===== config.mk =====
export PLATFORM = sky130hd
export DESIGN_NAME = wcq_dual
export DESIGN_NICKNAME = d
export VERILOG_FILES = /design/src/rtl/wcq_dual.sv
export SDC_FILE = /design/constraint.sdc
export NUM_CORES = 1
export LEC_CHECK = 0
export BUFFER_PORTS_ARGS = -buffer_cell sky130_fd_sc_hd__buf_2
export CAP_MARGIN = 20
export CORE_ASPECT_RATIO = 0.75
export CORE_MARGIN = 2
export CORE_UTILIZATION = 50
export DETAILED_ROUTE_END_ITERATION = 10
export MAX_ROUTING_LAYER = met4
export PLACE_DENSITY_LB_ADDON = 0.12
export SLEW_MARGIN = 20
export SYNTH_ARGS = -nofsm -noshare
export SYNTH_HDL_FRONTEND = slang
export SYNTH_SLANG_ARGS = --single-unit

===== constraint.sdc =====
create_clock -name clk -period 4.61 [get_ports clk]
set_input_delay 0.2305 -clock clk [delete_from_list [all_inputs] [get_ports clk]]
set_output_delay 0.2305 -clock clk [all_outputs]
set_load 0.02 [all_outputs]

===== src/rtl/wcq_dual.sv =====
module wcq_dual #(
  parameter int DATA_W  = 32,
  parameter int QWORDS  = 8,
  parameter int ADDR_W  = 32,
  parameter int CFG_W   = 8,
  parameter int HI_W    = 3,
  parameter int HI_POS  = 24,
  parameter int UNTR_TOP = 25,
  parameter int XL_TOP  = 28
) (
  input  logic                     clk,
  input  logic                     rst_n,
  input  logic                     acc_wr,
  input  logic [ADDR_W-1:0]        acc_addr,
  input  logic [DATA_W-1:0]        acc_wdata,
  output logic [DATA_W-1:0]        acc_rdata,
  output logic                     acc_stall,
  input  logic                     cfg_wr,
  input  logic                     cfg_sel,
  input  logic [CFG_W-1:0]         cfg_wdata,
  input  logic                     fl_req,
  input  logic [ADDR_W-1:0]        fl_addr,
  input  logic                     fl_xlate,
  output logic                     bst_valid,
  input  logic                     bst_ready,
  output logic [ADDR_W-1:0]        bst_addr,
  output logic [QWORDS*DATA_W-1:0] bst_data,
  output logic                     fl_done
);
  localparam int NWORDS  = 2 * QWORDS;
  localparam int IDX_W   = $clog2(NWORDS);
  localparam int QI_W    = $clog2(QWORDS);
  localparam int OFF     = $clog2(DATA_W / 8);
  localparam int SEL_BIT = OFF + QI_W;
  localparam logic [ADDR_W-1:0] LINE_MASK = {ADDR_W{1'b1}} << SEL_BIT;
  localparam logic [ADDR_W-1:0] UNTR_MASK =
      LINE_MASK & ((ADDR_W'(1) << (UNTR_TOP + 1)) - ADDR_W'(1));
  localparam logic [ADDR_W-1:0] XL_MASK =
      LINE_MASK & ((ADDR_W'(1) << (XL_TOP + 1)) - ADDR_W'(1));

  logic [DATA_W-1:0] mem [NWORDS];
  logic [HI_W-1:0]   hi_reg [2];
  logic              busy_q;

  wire [IDX_W-1:0] acc_idx = acc_addr[OFF +: IDX_W];
  wire             acc_q   = acc_addr[SEL_BIT];
  wire             fl_q    = fl_addr[SEL_BIT];
  wire [ADDR_W-1:0] hi_ext = {{(ADDR_W-HI_W){1'b0}}, hi_reg[fl_q]} << HI_POS;
  wire [ADDR_W-1:0] tgt    = fl_xlate ? (fl_addr & XL_MASK)
                                      : ((fl_addr & UNTR_MASK) | hi_ext);

  assign acc_stall = acc_wr && bst_valid && (acc_q == busy_q);
  assign acc_rdata = mem[acc_idx];

  for (genvar k = 0; k < QWORDS; k++) begin : g_pay
    assign bst_data[k*DATA_W +: DATA_W] = mem[{busy_q, QI_W'(k)}];
  end

  always_ff @(posedge clk) begin
    if (!rst_n) begin
      for (int i = 0; i < NWORDS; i++) mem[i] <= '0;
    end else if (acc_wr && !acc_stall) begin
      mem[acc_idx] <= acc_wdata;
    end
  end

  always_ff @(posedge clk) begin
    if (!rst_n) begin
      hi_reg[0] <= '0;
      hi_reg[1] <= '0;
    end else if (cfg_wr) begin
      hi_reg[cfg_sel] <= cfg_wdata[HI_W-1:0];
    end
  end

  always_ff @(posedge clk) begin
    if (!rst_n) begin
      bst_valid <= 1'b0;
      busy_q    <= 1'b0;
      bst_addr  <= '0;
      fl_done   <= 1'b0;
    end else begin
      fl_done <= bst_valid && bst_ready;
      if (!bst_valid && fl_req) begin
        bst_valid <= 1'b1;
        busy_q    <= fl_q;
        bst_addr  <= tgt;
      end else if (bst_valid && bst_ready) begin
        bst_valid <= 1'b0;
      end
    end
  end

  // a waiting burst keeps its target and payload
  a_r7_hold: assert property (@(posedge clk) disable iff (!rst_n)
    bst_valid && !bst_ready |=> bst_valid && $stable(bst_addr) && $stable(bst_data));
  // done follows acceptance by one cycle
  a_r8_done_after: assert property (@(posedge clk) disable iff (!rst_n)
    bst_valid && bst_ready |=> fl_done && !bst_valid);
  // done lasts one cycle
  a_r8_done_pulse: assert property (@(posedge clk) disable iff (!rst_n)
    fl_done |=> !fl_done);
  // stall only while a burst is pending
  a_r9_stall_busy: assert property (@(posedge clk) disable iff (!rst_n)
    acc_stall |-> bst_valid);
  // target is always line aligned
  a_r4_aligned: assert property (@(posedge clk) disable iff (!rst_n)
    bst_valid |-> bst_addr[SEL_BIT-1:0] == '0);
endmodule


# Yosys cells after proc, flatten, opt, wreduce, memory -nomap -nowiden
# Memories as Yosys holds them, arrays and structs flattened. A register that Yosys moved wholly into a read port is not among the register bits.
# Index checks and enable logic that the tools add are counted.
dict set report classes {
  eq_ne 1
  mux 32
  bitwise 1
  n_reduce_logical 10
}
# operator count
set ops {}
lappend ops {{$mux W4} 17}
lappend ops {{$mux W32} 1}
lappend ops {{$reduce_or A32 Y1} 1}
lappend ops {{$mux W29} 1}
lappend ops {{$or A26 B27 Y27} 1}
lappend ops {{$mux W1} 12}
lappend ops {{$logic_and A1 B1 Y1} 5}
lappend ops {{$mux W3} 1}
lappend ops {{$reduce_or A3 Y1} 1}
lappend ops {{$logic_not A1 Y1} 2}
lappend ops {{$reduce_bool A2 Y1} 1}
lappend ops {{$eq A1 B1 Y1} 1}
dict set report totals {
  register_bits 35
  mem_bits_rw 518
  output_inout_bits 323
  wordCells 50
  n_memories 2
}
# memory words word_bits read_ports rd_clocked_by_memory_dff wr line_no
set memory_table {}
lappend memory_table {mem 16 32 9 8 16 41} ;# logic [DATA_W-1:0] mem [NWORDS];
lappend memory_table {hi_reg 2 3 1 0 2 42} ;# logic [HI_W-1:0] hi_reg [2];

# Longest topological paths before layout
# Gate-level depths: netlist (run 1).
dict set report logic_depth {
  ltp_word 9
  ltp_mapped 7
  mapped_depth_nobuf 3
}

# Least setup slack after synthesis (run 1)
# No wires, ideal clock.
dict set report synth_timing {
  path_type {reg2reg}
  start {register bst_valid}
  end {memory mem[5][0], enable pin}
  setup_ns 0.466
  t_arrival_ns 3.684
  required_ns 4.144
  setup_slack_ns 0.461
  stages_incl_launch_ff 6
  path_buffers 2
  synth_period_minus_slack_ns 4.149
  cell_sequence {dfxtp_1 -> nor2b_1 -> or4b_1 -> clkbuf_1 -> clkbuf_1 -> o21ai_0}
}
# element line_no
set synth_rtl {}
lappend synth_rtl {{start, declared} 24} ;# output logic bst_valid,
lappend synth_rtl {{start signal, assigned} 78} ;# bst_valid <= 1'b0;
lappend synth_rtl {{start signal, assigned} 85} ;# bst_valid <= 1'b1;
lappend synth_rtl {{start signal, assigned} 89} ;# bst_valid <= 1'b0;
lappend synth_rtl {{end, declared} 41}

# Worst setup path after layout (run 1)
dict set report layout_timing {
  start {input port acc_addr[2]}
  end {output port acc_rdata[0]}
}
dict set report layout_between {
  elab_chain_cells 1
}
# element line_no
set layout_rtl {}
lappend layout_rtl {{start, declared} 14} ;# input logic [ADDR_W-1:0] acc_addr,
lappend layout_rtl {{$mem_v2 Z16 W32} n/a}
lappend layout_rtl {{end, declared} 16} ;# output logic [DATA_W-1:0] acc_rdata,
# No other way between the ends.

==> run summary, run 1 <==
row cnt - 73
DR vias/cell - 6.02
placed insts - 2958
Core Region - 52700 um2
Final Skew - 0.0208 ns
unrepaired setup endpoints after global routing - no
Post-DP HPWL - 55600 um
dpl ws - 1.59 ns
via count - 18621
Critical Path RT - 4.38 ns
cts bufs inserted - 55
antenna-violating nets left - 0
CP endpoint kind - output port
Sink Count - 545
Crit Path Max Fanout - 68
CP startpoint kind - input pin
Final Hold Viols - 0
cell family with most CP delay - buffers and inverters
Post-CTS Setup Inserts - 0
crit-path cells - clkbuf_8 -> buf_4 -> mux4_2 -> a22oi_1 -> nand2_1 -> buf_2
synth unique cells - 32
TritonCTS clock tree - built
Static Leakage - 0.0117 uW
slew margin rel. - 0.254
Port Buffers - 385
min Tclk post-route - 2.93 ns
Area Overhead vs Synth - 19.1%
CP max stage cell - buf_4
Starting Density - 0.504
DRC - 0
FMAX - 0.341 GHz
crit path DAT - 2.70 ns
clk root buf - clkbuf_16
GRT Overall Usage - 0.319
die area - 55000 um2
Mapped Area - 26500 um2
Die W - 270 um
Slew Limit Fails - 0
status - completed
top cell type by total area after synthesis - edfxtp_1
Critical Path Source - acc_addr[2]
max_cap viols - 0
total power - 12200 uW
Syn Area/Cell - 13.5 um2
clock latency at the later pin of the worst-skew pair - 0.63 ns
Gate Count Post-Synth - 1964
initial antenna violation count - 4
ranking of synthesized cells by area - edfxtp_1 59%, mux2_2 11%, mux4_2 11%, nor2_1 6.2%, nand2_1 2.9%
Worst path max stage delay - 0.64 ns
Final WS setup - 1.68 ns
Peak supply drop - 0.000298 V
DIE HEIGHT - 204 um
global-route wire length before repair - 124000 um
Ports - 435
H-tree depth - 2
Ys Warns - 0
Hold Crit Start - acc_wdata[26]
CTS max path bufs - 3
crit path kind - in -> out
Avg WL per Cell - 28.0 um
gpl congestion - 0.854
DRT iter0 DRCs - 2186
Cell Pwr Density - 387 nW/um2
worst-margin pin slew - 1.12 ns
share of layout cells above drive strength 1 - 0.431
non-filler cells in the finished layout - 3092
vias in the first global route - 18318
grt ovf - 0
Fin Setup TNS - 0 ns
final period utilization - 0.637
Clk pin slew, worst setup/hold paths - 0.06 ns
share of the yosys chip area belonging to registers - 0.607
DR pass1 iterations - 5
Setup violations, final - 0
# nets final - 2446
min-delay worst type - in -> reg
Worst Path Buf+Inv - 3
reg2reg start - bst_addr[5]
Routed WL - 86500 um
largest net degree at the start of global routing - 90
#FFs+latches synth - 545
max FFs per register - 512
area share of the largest cell type after synthesis - 0.586
==> layout make-up <==
cell class | count | area [um2]
Antenna cell | 4 | 10.0
Clock buffer | 62 | 1400
Clock inverter | 37 | 532
Fill cell | 4176 | 21100
Inverter | 3 | 11.3
Multi-Input combinational cell | 1258 | 9890
Sequential cell | 545 | 16100
Tap cell | 712 | 891
Timing Repair Buffer | 471 | 2780
==> report_power, final <==
| group | switching, uW | internal, uW | leakage, uW |
|---|---|---|---|
| Clock | 1980 | 2920 | 0.000942 |
| Sequential | 109 | 5600 | 0.00563 |
| Combinational | 1050 | 574 | 0.00514 |
| Total | 3130 | 9090 | 0.0117 |
==> worst paths after layout <==
check             depth (start not counted)      endpoint  slack, ns
setup / recovery                          6  acc_rdata[0]       1.68
hold / removal                            3   mem[11][26]       0.04
setup reg to reg                          4    mem[8][11]       1.77
hold reg to reg                           2  bst_addr[28]       0.45
==> cells by family (layout without fill, tap and decap cells) <==
kind of cell,count (synthesis),in the layout,synth area share
AND/OR/NAND/NOR,749,749,0.116
flip-flops,545,545,0.607
multiplexers,387,387,0.219
buffers and inverters,168,573,0.0306
AO/OA/AOI/OAI,113,113,0.0275
other,1,12,0.000141
XOR/XNOR,1,1,0.000330
==> placed cells by master (no fill, tap or decap), types with 2 or more instances in the layout <==
| master | n |
|---|---|
| clkinv_2 | 11 |
| inv_6 | 4 |
| nand2_1 | 205 |
| buf_12 | 9 |
| clkinvlp_4 | 3 |
| and2_2 | 2 |
| and3_1 | 2 |
| dfxtp_1 | 26 |
| nor2b_1 | 2 |
| buf_4 | 46 |
| a21oi_1 | 28 |
| dlygate4sd3_1 | 31 |
| mux4_2 | 128 |
| a22oi_1 | 64 |
| nor2b_4 | 4 |
| edfxtp_1 | 518 |
| nand2b_1 | 5 |
| bufinv_16 | 13 |
| inv_1 | 2 |
| mux2_2 | 259 |
| o21ai_4 | 16 |
| conb_1 | 8 |
| clkinv_1 | 5 |
| nor2_1 | 433 |
| diode_2 | 4 |
| and2_1 | 6 |
| buf_2 | 383 |
| nor2_4 | 2 |
| clkbuf_1 | 7 |
| o21ai_0 | 3 |
| nand3_1 | 2 |
| clkbuf_16 | 55 |
| nor2_2 | 80 |
==> metal layers <==
| metal | vias up | share of wire | track usage | routed length, um |
|---|---|---|---|---|
| li1 | 7945 | - | - | - |
| met5 | - | 0 | - | 0 |
| met2 | 1060 | 0.47 | 0.480 | 40200 |
| met3 | 151 | 0.10 | 0.0606 | 8640 |
| met4 | 0 | 0.028 | 0.0972 | 2390 |
| met1 | 9465 | 0.41 | 0.446 | 35200 |
==> cells in the mapped netlist <==
| cell | instances |
|---|---|
| nor2_1 | 435 |
| nand3_1 | 2 |
| or2_2 | 1 |
| buf_4 | 10 |
| mux4_2 | 128 |
| nor2b_1 | 6 |
| o21ai_0 | 19 |
| a21oi_1 | 28 |
| nor2_2 | 80 |
| a21boi_1 | 1 |
| edfxtp_1 | 518 |
| nand4_1 | 1 |
| clkinv_1 | 1 |
| inv_1 | 2 |
| or3b_1 | 1 |
| nand2_1 | 205 |
| or4b_1 | 1 |
| buf_1 | 4 |
| xnor2_1 | 1 |
| clkbuf_1 | 87 |
| buf_6 | 10 |
| conb_1 | 1 |
| mux2_2 | 259 |
| and2_1 | 8 |
| buf_2 | 54 |
| dfxtp_1 | 27 |
| a22oi_1 | 64 |
| nand2b_1 | 5 |
| and3_1 | 2 |
| nor3_1 | 1 |
| or4_1 | 1 |
| o211ai_1 | 1 |
==> worst min-delay path: cells and delay by family <==
| kind | cells | cell delay, ns |
|---|---|---|
| buffers and inverters | 1 | 0.12 |
| AND/OR/NAND/NOR | 2 | 0.20 |
==> metrics by stage <==
| step | hold slack, ns | cell area [um2] | utilization |
|---|---|---|---|
| 2_1_floorplan | 0.367 | 26600 | - |
| 3_5_place_dp | 0.443 | 29400 | 0.557 |
| 4_1_cts | 0.00419 | 31600 | 0.600 |
| 3_3_place_gp | 0.439 | 29400 | 0.557 |
| 6_report | 0.0352 | 31600 | 0.600 |
| 5_1_grt | 0.0551 | 31600 | 0.600 |
==> repair_timing <==
item,4_1_cts,5_1_grt
hold endpoints to repair,33,0
hold buffers,31,0
gates resized for setup,0,0
Note: power is estimated with default switching activity, not from simulation.
==> inputs of run 2 (changes only) <==
clock period = 2.93 ns   (was 4.61 ns; I/O delays follow)
==> run summary, run 2 (same netlist as run 1, synthesis figures left out) <==
Ports - 435 (unchanged)
slew margin rel. - 0.412 (was 0.254)
placed insts - 2974 (was 2958)
via count - 18958 (was 18621)
Post-DP Area - 29700 um2 (was 29400 um2)
Crit Path Max Fanout - 32 (was 68)
cts bufs inserted - 54 (was 55)
crit path kind - reg -> out (was in -> out)
vias in the first global route - 19022 (was 18318)
Worst path max stage delay - 0.67 ns (was 0.64 ns)
crit path DAT - 2.42 ns (was 2.70 ns)
H-tree depth - 2 (unchanged)
dpl ws - 0.641 ns (was 1.59 ns)
Port Buffers - 385 (unchanged)
Routed WL - 88500 um (was 86500 um)
grt ovf - 0 (unchanged)
FMAX - 0.389 GHz
antenna-violating nets left - 0 (unchanged)
worst-margin pin slew - 0.882 ns (was 1.12 ns)
crit-path cells - buf_12 -> buf_4 -> mux2_2 -> buf_2 (was clkbuf_8 -> buf_4 -> mux4_2 -> a22oi_1 -> nand2_1 -> buf_2)
final period utilization - 0.877
# nets final - 2502 (was 2446)
most frequent cells in the layout - 518 x edfxtp_1, 433 x nor2_1, 383 x buf_2 (unchanged)
most common cell after layout, fill and taps aside - edfxtp_1 (unchanged)
DR vias/cell - 6.05 (was 6.02)
Antenna Cells - 0 (was 4)
Clk pin slew, worst setup/hold paths - 0.06 ns (about the same)
Die W - 270 um (unchanged)
DR pass1 iterations - 6 (was 5)
Peak supply drop - 0.000433 V (was 0.000298 V)
DRC - 0 (unchanged)
CTS resizes - 0 (unchanged)
status - completed (unchanged)
Area Overhead vs Synth - 20.5% (was 19.1%)
Post-CTS Setup Inserts - 0 (unchanged)
Static Leakage - 0.0119 uW (was 0.0117 uW)
clk root buf - clkbuf_16 (unchanged)
cell family with most CP delay - buffers and inverters (unchanged)
DRT iter0 DRCs - 2497 (was 2186)
Final WS setup - 0.360 ns (was 1.68 ns)
min Tclk post-route - 2.57 ns
GRT Overall Usage - 0.328 (was 0.319)
CP max stage cell - dfxtp_4 (was buf_4)
Worst Path Buf+Inv - 3 (unchanged)
TritonCTS clock tree - built (unchanged)
clock latency at the later pin of the worst-skew pair - 0.62 ns (was 0.63 ns)
gpl congestion - 0.864 (was 0.854)
Design Area, Final - 32000 um2 (was 31600 um2)
Final Hold Viols - 0 (unchanged)
share of layout cells above drive strength 1 - 0.419 (was 0.431)
row cnt - 73 (unchanged)
Post-DP HPWL - 54000 um (was 55600 um)
CTS max path bufs - 3 (unchanged)
initial antenna violation count - 0 (was 4)
Sink Count - 545 (unchanged)
CP endpoint kind - output port (unchanged)
max_cap viols - 0 (unchanged)
largest net degree at the start of global routing - 129 (was 90)
die area - 55000 um2 (unchanged)
CP startpoint kind - register (was input pin)
DIE HEIGHT - 204 um (unchanged)
Slew Limit Fails - 0 (unchanged)
Cell Pwr Density - 570 nW/um2 (was 387 nW/um2)
unrepaired setup endpoints after global routing - no (unchanged)
non-filler cells in the finished layout - 3136 (was 3092)
max FFs per register - 512 (unchanged)
Avg WL per Cell - 28.2 um (was 28.0 um)
global-route wire length before repair - 127000 um (was 124000 um)
Core Region - 52700 um2 (unchanged)
Worst Hold Margin - 0.0436 ns (was 0.0352 ns)
Final Skew - 0.0186 ns (was 0.0208 ns)
min-delay worst type - in -> reg (unchanged)
Setup violations, final - 0 (unchanged)
Critical Path RT - 2.78 ns (was 4.38 ns)
Starting Density - 0.504 (unchanged)
[run 2: path summary, 6_finish.rpt]
kind | from | to | slack (ns) | cells past startpoint
worst max-delay path | register | bst_data[164] | 0.36 | 4
worst min register to register | bst_addr[22] | bst_addr[22] | 0.45 | 2
worst max register to register | bst_valid | mem[7][23] | 0.78 | 4
worst min-delay path | fl_req | register | 0.04 | 4
[run 2: cell type report]
cell class,count,area [um2]
clock buffer,75,1490
clock inverter,15,88.8
fill,4141,20700
inverter,3,11.3
multi-input combinational,1258,9890
sequential,545,16100
tap,712,891
timing repair buffer,528,3510
[run 2: repair_timing]
| action | in CTS | in global routing |
|---|---|---|
| endpoints found under the hold margin | 454 | 0 |
| setup endpoints to repair | 0 | 0 |
| hold buffers | 72 | 0 |
[run 2: through the flow]
step,utilization,power [uW],TNS (ns)
floorplan,-,10600,-22.89
global placement,0.563,11700,0
detailed placement,0.563,11700,0
CTS,0.607,18200,0
global route,0.607,18700,0
finish,0.607,18200,0
[run 2: where the power goes]
part / internal [uW] / switching [uW]
Combinational: 980 / 1690
Clock: 3600 / 2960
Sequential: 8820 / 174
Total: 13400 / 4830
[run 2: worst register-to-register path, stage by stage, from the launching register on]
cell	delay [ns]
dfxtp_1	0.37
nor2b_1	0.17
or4b_4	0.62
o21ai_4	0.18
buf_4	0.45
[run 2: routing by layer]
layer	up-vias	share of wire	GRT usage
li1	8026	-	-
met1	9560	0.39	0.443
met2	1193	0.46	0.495
met3	179	0.11	0.0730
met4	0	0.034	0.116
met5	-	0	-
==> inputs of run 3 (changes only) <==
CELL_PAD_IN_SITES_DETAIL_PLACEMENT = 1   (was not set)
CELL_PAD_IN_SITES_GLOBAL_PLACEMENT = 1   (was not set)
CORE_UTILIZATION = 46   (was 50)
HOLD_SLACK_MARGIN = 0.08   (was not set)
clock period = 2.71 ns   (was 2.93 ns; I/O delays follow)
==> run summary, run 3 (same netlist as run 1, synthesis figures left out) <==
status - completed (unchanged)
min-delay worst type - in -> reg (unchanged)
Ports - 435 (unchanged)
Final Skew - 0.0300 ns (was 0.0186 ns)
DR pass1 iterations - 7 (was 6)
Cell Pwr Density - 628 nW/um2 (was 570 nW/um2)
Peak supply drop - 0.000492 V (was 0.000433 V)
vias in the first global route - 20202 (was 19022)
Area Overhead vs Synth - 22.9% (was 20.5%)
dpl ws - 0.491 ns (was 0.641 ns)
slew margin rel. - 0.453 (was 0.412)
Final WS setup - 0.146 ns (was 0.360 ns)
Final Hold Viols - 0 (unchanged)
area of the multi-input gates - 9900 um2 (was 9890 um2)
fillers - 5767 (was 4141)
min Tclk post-route - 2.56 ns
Core Region - 57200 um2 (was 52700 um2)
clock latency at the later pin of the worst-skew pair - 0.64 ns (was 0.62 ns)
most common cell after layout, fill and taps aside - edfxtp_1 (unchanged)
most frequent cells in the layout - 518 x edfxtp_1, 433 x nor2_1, 383 x buf_2 (unchanged)
global-route wire length before repair - 139000 um (was 127000 um)
placed insts - 3058 (was 2974)
CP startpoint kind - register (unchanged)
Clk pin slew, worst setup/hold paths - 0.06 ns (about the same)
CP Capture Point - bst_addr[27] (was bst_data[164])
max_cap viols - 0 (unchanged)
FF-to-FF End - bst_addr[27] (was mem[7][23])
Port Buffers - 385 (unchanged)
DIE HEIGHT - 212 um (was 204 um)
Sink Count - 545 (unchanged)
row cnt - 76 (was 73)
Post-DP Area - 29900 um2 (was 29700 um2)
Finished Core Util - 0.570 (was 0.607)
Die W - 281 um (was 270 um)
DR vias/cell - 5.92 (was 6.05)
CTS max path bufs - 3 (unchanged)
share of layout cells above drive strength 1 - 0.426 (was 0.419)
Routed WL - 96700 um (was 88500 um)
crit path DAT - 3.13 ns (was 2.42 ns)
Critical Path RT - 3.27 ns (was 2.78 ns)
grt ovf - 0 (unchanged)
FMAX - 0.390 GHz
worst-margin pin slew - 0.821 ns (was 0.882 ns)
Hold Path Depth - 3 (was 4)
clk root buf - clkbuf_16 (unchanged)
Crit Path Max Fanout - 20 (was 32)
Avg WL per Cell - 29.7 um (was 28.2 um)
Design Area, Final - 32600 um2 (was 32000 um2)
cts bufs inserted - 56 (was 54)
Static Leakage - 0.0122 uW (was 0.0119 uW)
via count - 19261 (was 18958)
# nets final - 2540 (was 2502)
GRT Overall Usage - 0.334 (was 0.328)
H-tree depth - 2 (unchanged)
largest net degree at the start of global routing - 55 (was 129)
CP endpoint kind - register (was output port)
max FFs per register - 512 (unchanged)
initial antenna violation count - 3 (was 0)
register area - 16100 um2 (unchanged)
Post-DP HPWL - 61000 um (was 54000 um)
TritonCTS clock tree - built (unchanged)
Hold Crit Start - acc_addr[4] (was fl_req)
non-filler cells in the finished layout - 3256 (was 3136)
R2R depth - 6 (was 4)
Slew Limit Fails - 0 (unchanged)
DRC - 0 (unchanged)
r2r setup slk - 0.15 ns (was 0.78 ns)
gpl congestion - 0.860 (was 0.864)
antenna-violating nets left - 0 (unchanged)
final period utilization - 0.946
unrepaired setup endpoints after global routing - no (unchanged)
Worst Hold Margin - 0.287 ns (was 0.0436 ns)
die area - 59600 um2 (was 55000 um2)
crit path kind - reg -> reg (was reg -> out)
reg2reg start - bst_valid (unchanged)
Starting Density - 0.464 (was 0.504)
DRT iter0 DRCs - 2003 (was 2497)
Setup violations, final - 0 (unchanged)
Critical Path Source - bst_valid
-- run 3: changes by cell type in the layout (fill, tap and decap cells not counted), moves of 4 or more --
cell | before | now
buf_4 | 46 | 62
bufinv_16 | 1 | 5
clkbuf_1 | 18 | 5
clkbuf_4 | 0 | 4
clkinv_1 | 10 | 15
clkinv_2 | 5 | 14
dlygate4sd3_1 | 72 | 92
-- run 3: how the worst min path moves through the flow --
stage | slack (ns) | to
global route | 0.28 | mem[0][19]
floorplan | 0.27 | bst_addr[10]
detailed placement | 0.39 | bst_addr[17]
global placement | 0.38 | bst_addr[22]
finish | 0.29 | mem[0][18]
CTS | 0.24 | mem[0][18]
-- run 3: layout make-up --
cell class,instances,share of cell area
inverters,3,0.000345
clock buffers,66,0.0452
clock inverters,37,0.00997
well taps,780,0.0299
repair buffers,564,0.117
diodes,3,0.000230
flip-flops and latches,545,0.493
multi-input cells,1258,0.304
-- run 3: what timing repair did --
item	in CTS	in global routing
setup endpoints to repair	0	1
hold buffers	92	0
endpoints found under the hold margin	551	0
buffers inserted	0	0
gates resized for setup	0	2
-- run 3: critical path, stage by stage, from the launching register on --
cell and delay (ns):
dfxtp_1 0.43, nor2b_4 0.25, buf_4 0.29, nand3_1 0.11, dlygate4sd3_1 0.60, a21oi_1 0.25, dlygate4sd3_1 0.59
-- run 3: report_power, final --
| part | switching, uW | internal [uW] |
|---|---|---|
| clock | 3400 | 4360 |
| combinational | 1870 | 1100 |
| sequential | 206 | 9540 |
-- run 3: layer usage --
metal  vias to the layer above  share of wire  global-route usage
met5                         -              0                   -
met1                      9917           0.39               0.425
met3                       222          0.084              0.0630
li1                       8132              -                   -
met2                       990           0.49               0.535
met4                         0          0.040               0.127
-- run 3: stage by stage --
| stage | setup TNS, ns | total power (uW) |
|---|---|---|
| finish | 0 | 20500 |
| global route | 0 | 21000 |
| CTS | 0 | 20500 |
| detailed placement | 0 | 12700 |
| global placement | 0 | 12700 |
| floorplan | -36.97 | 11500 |
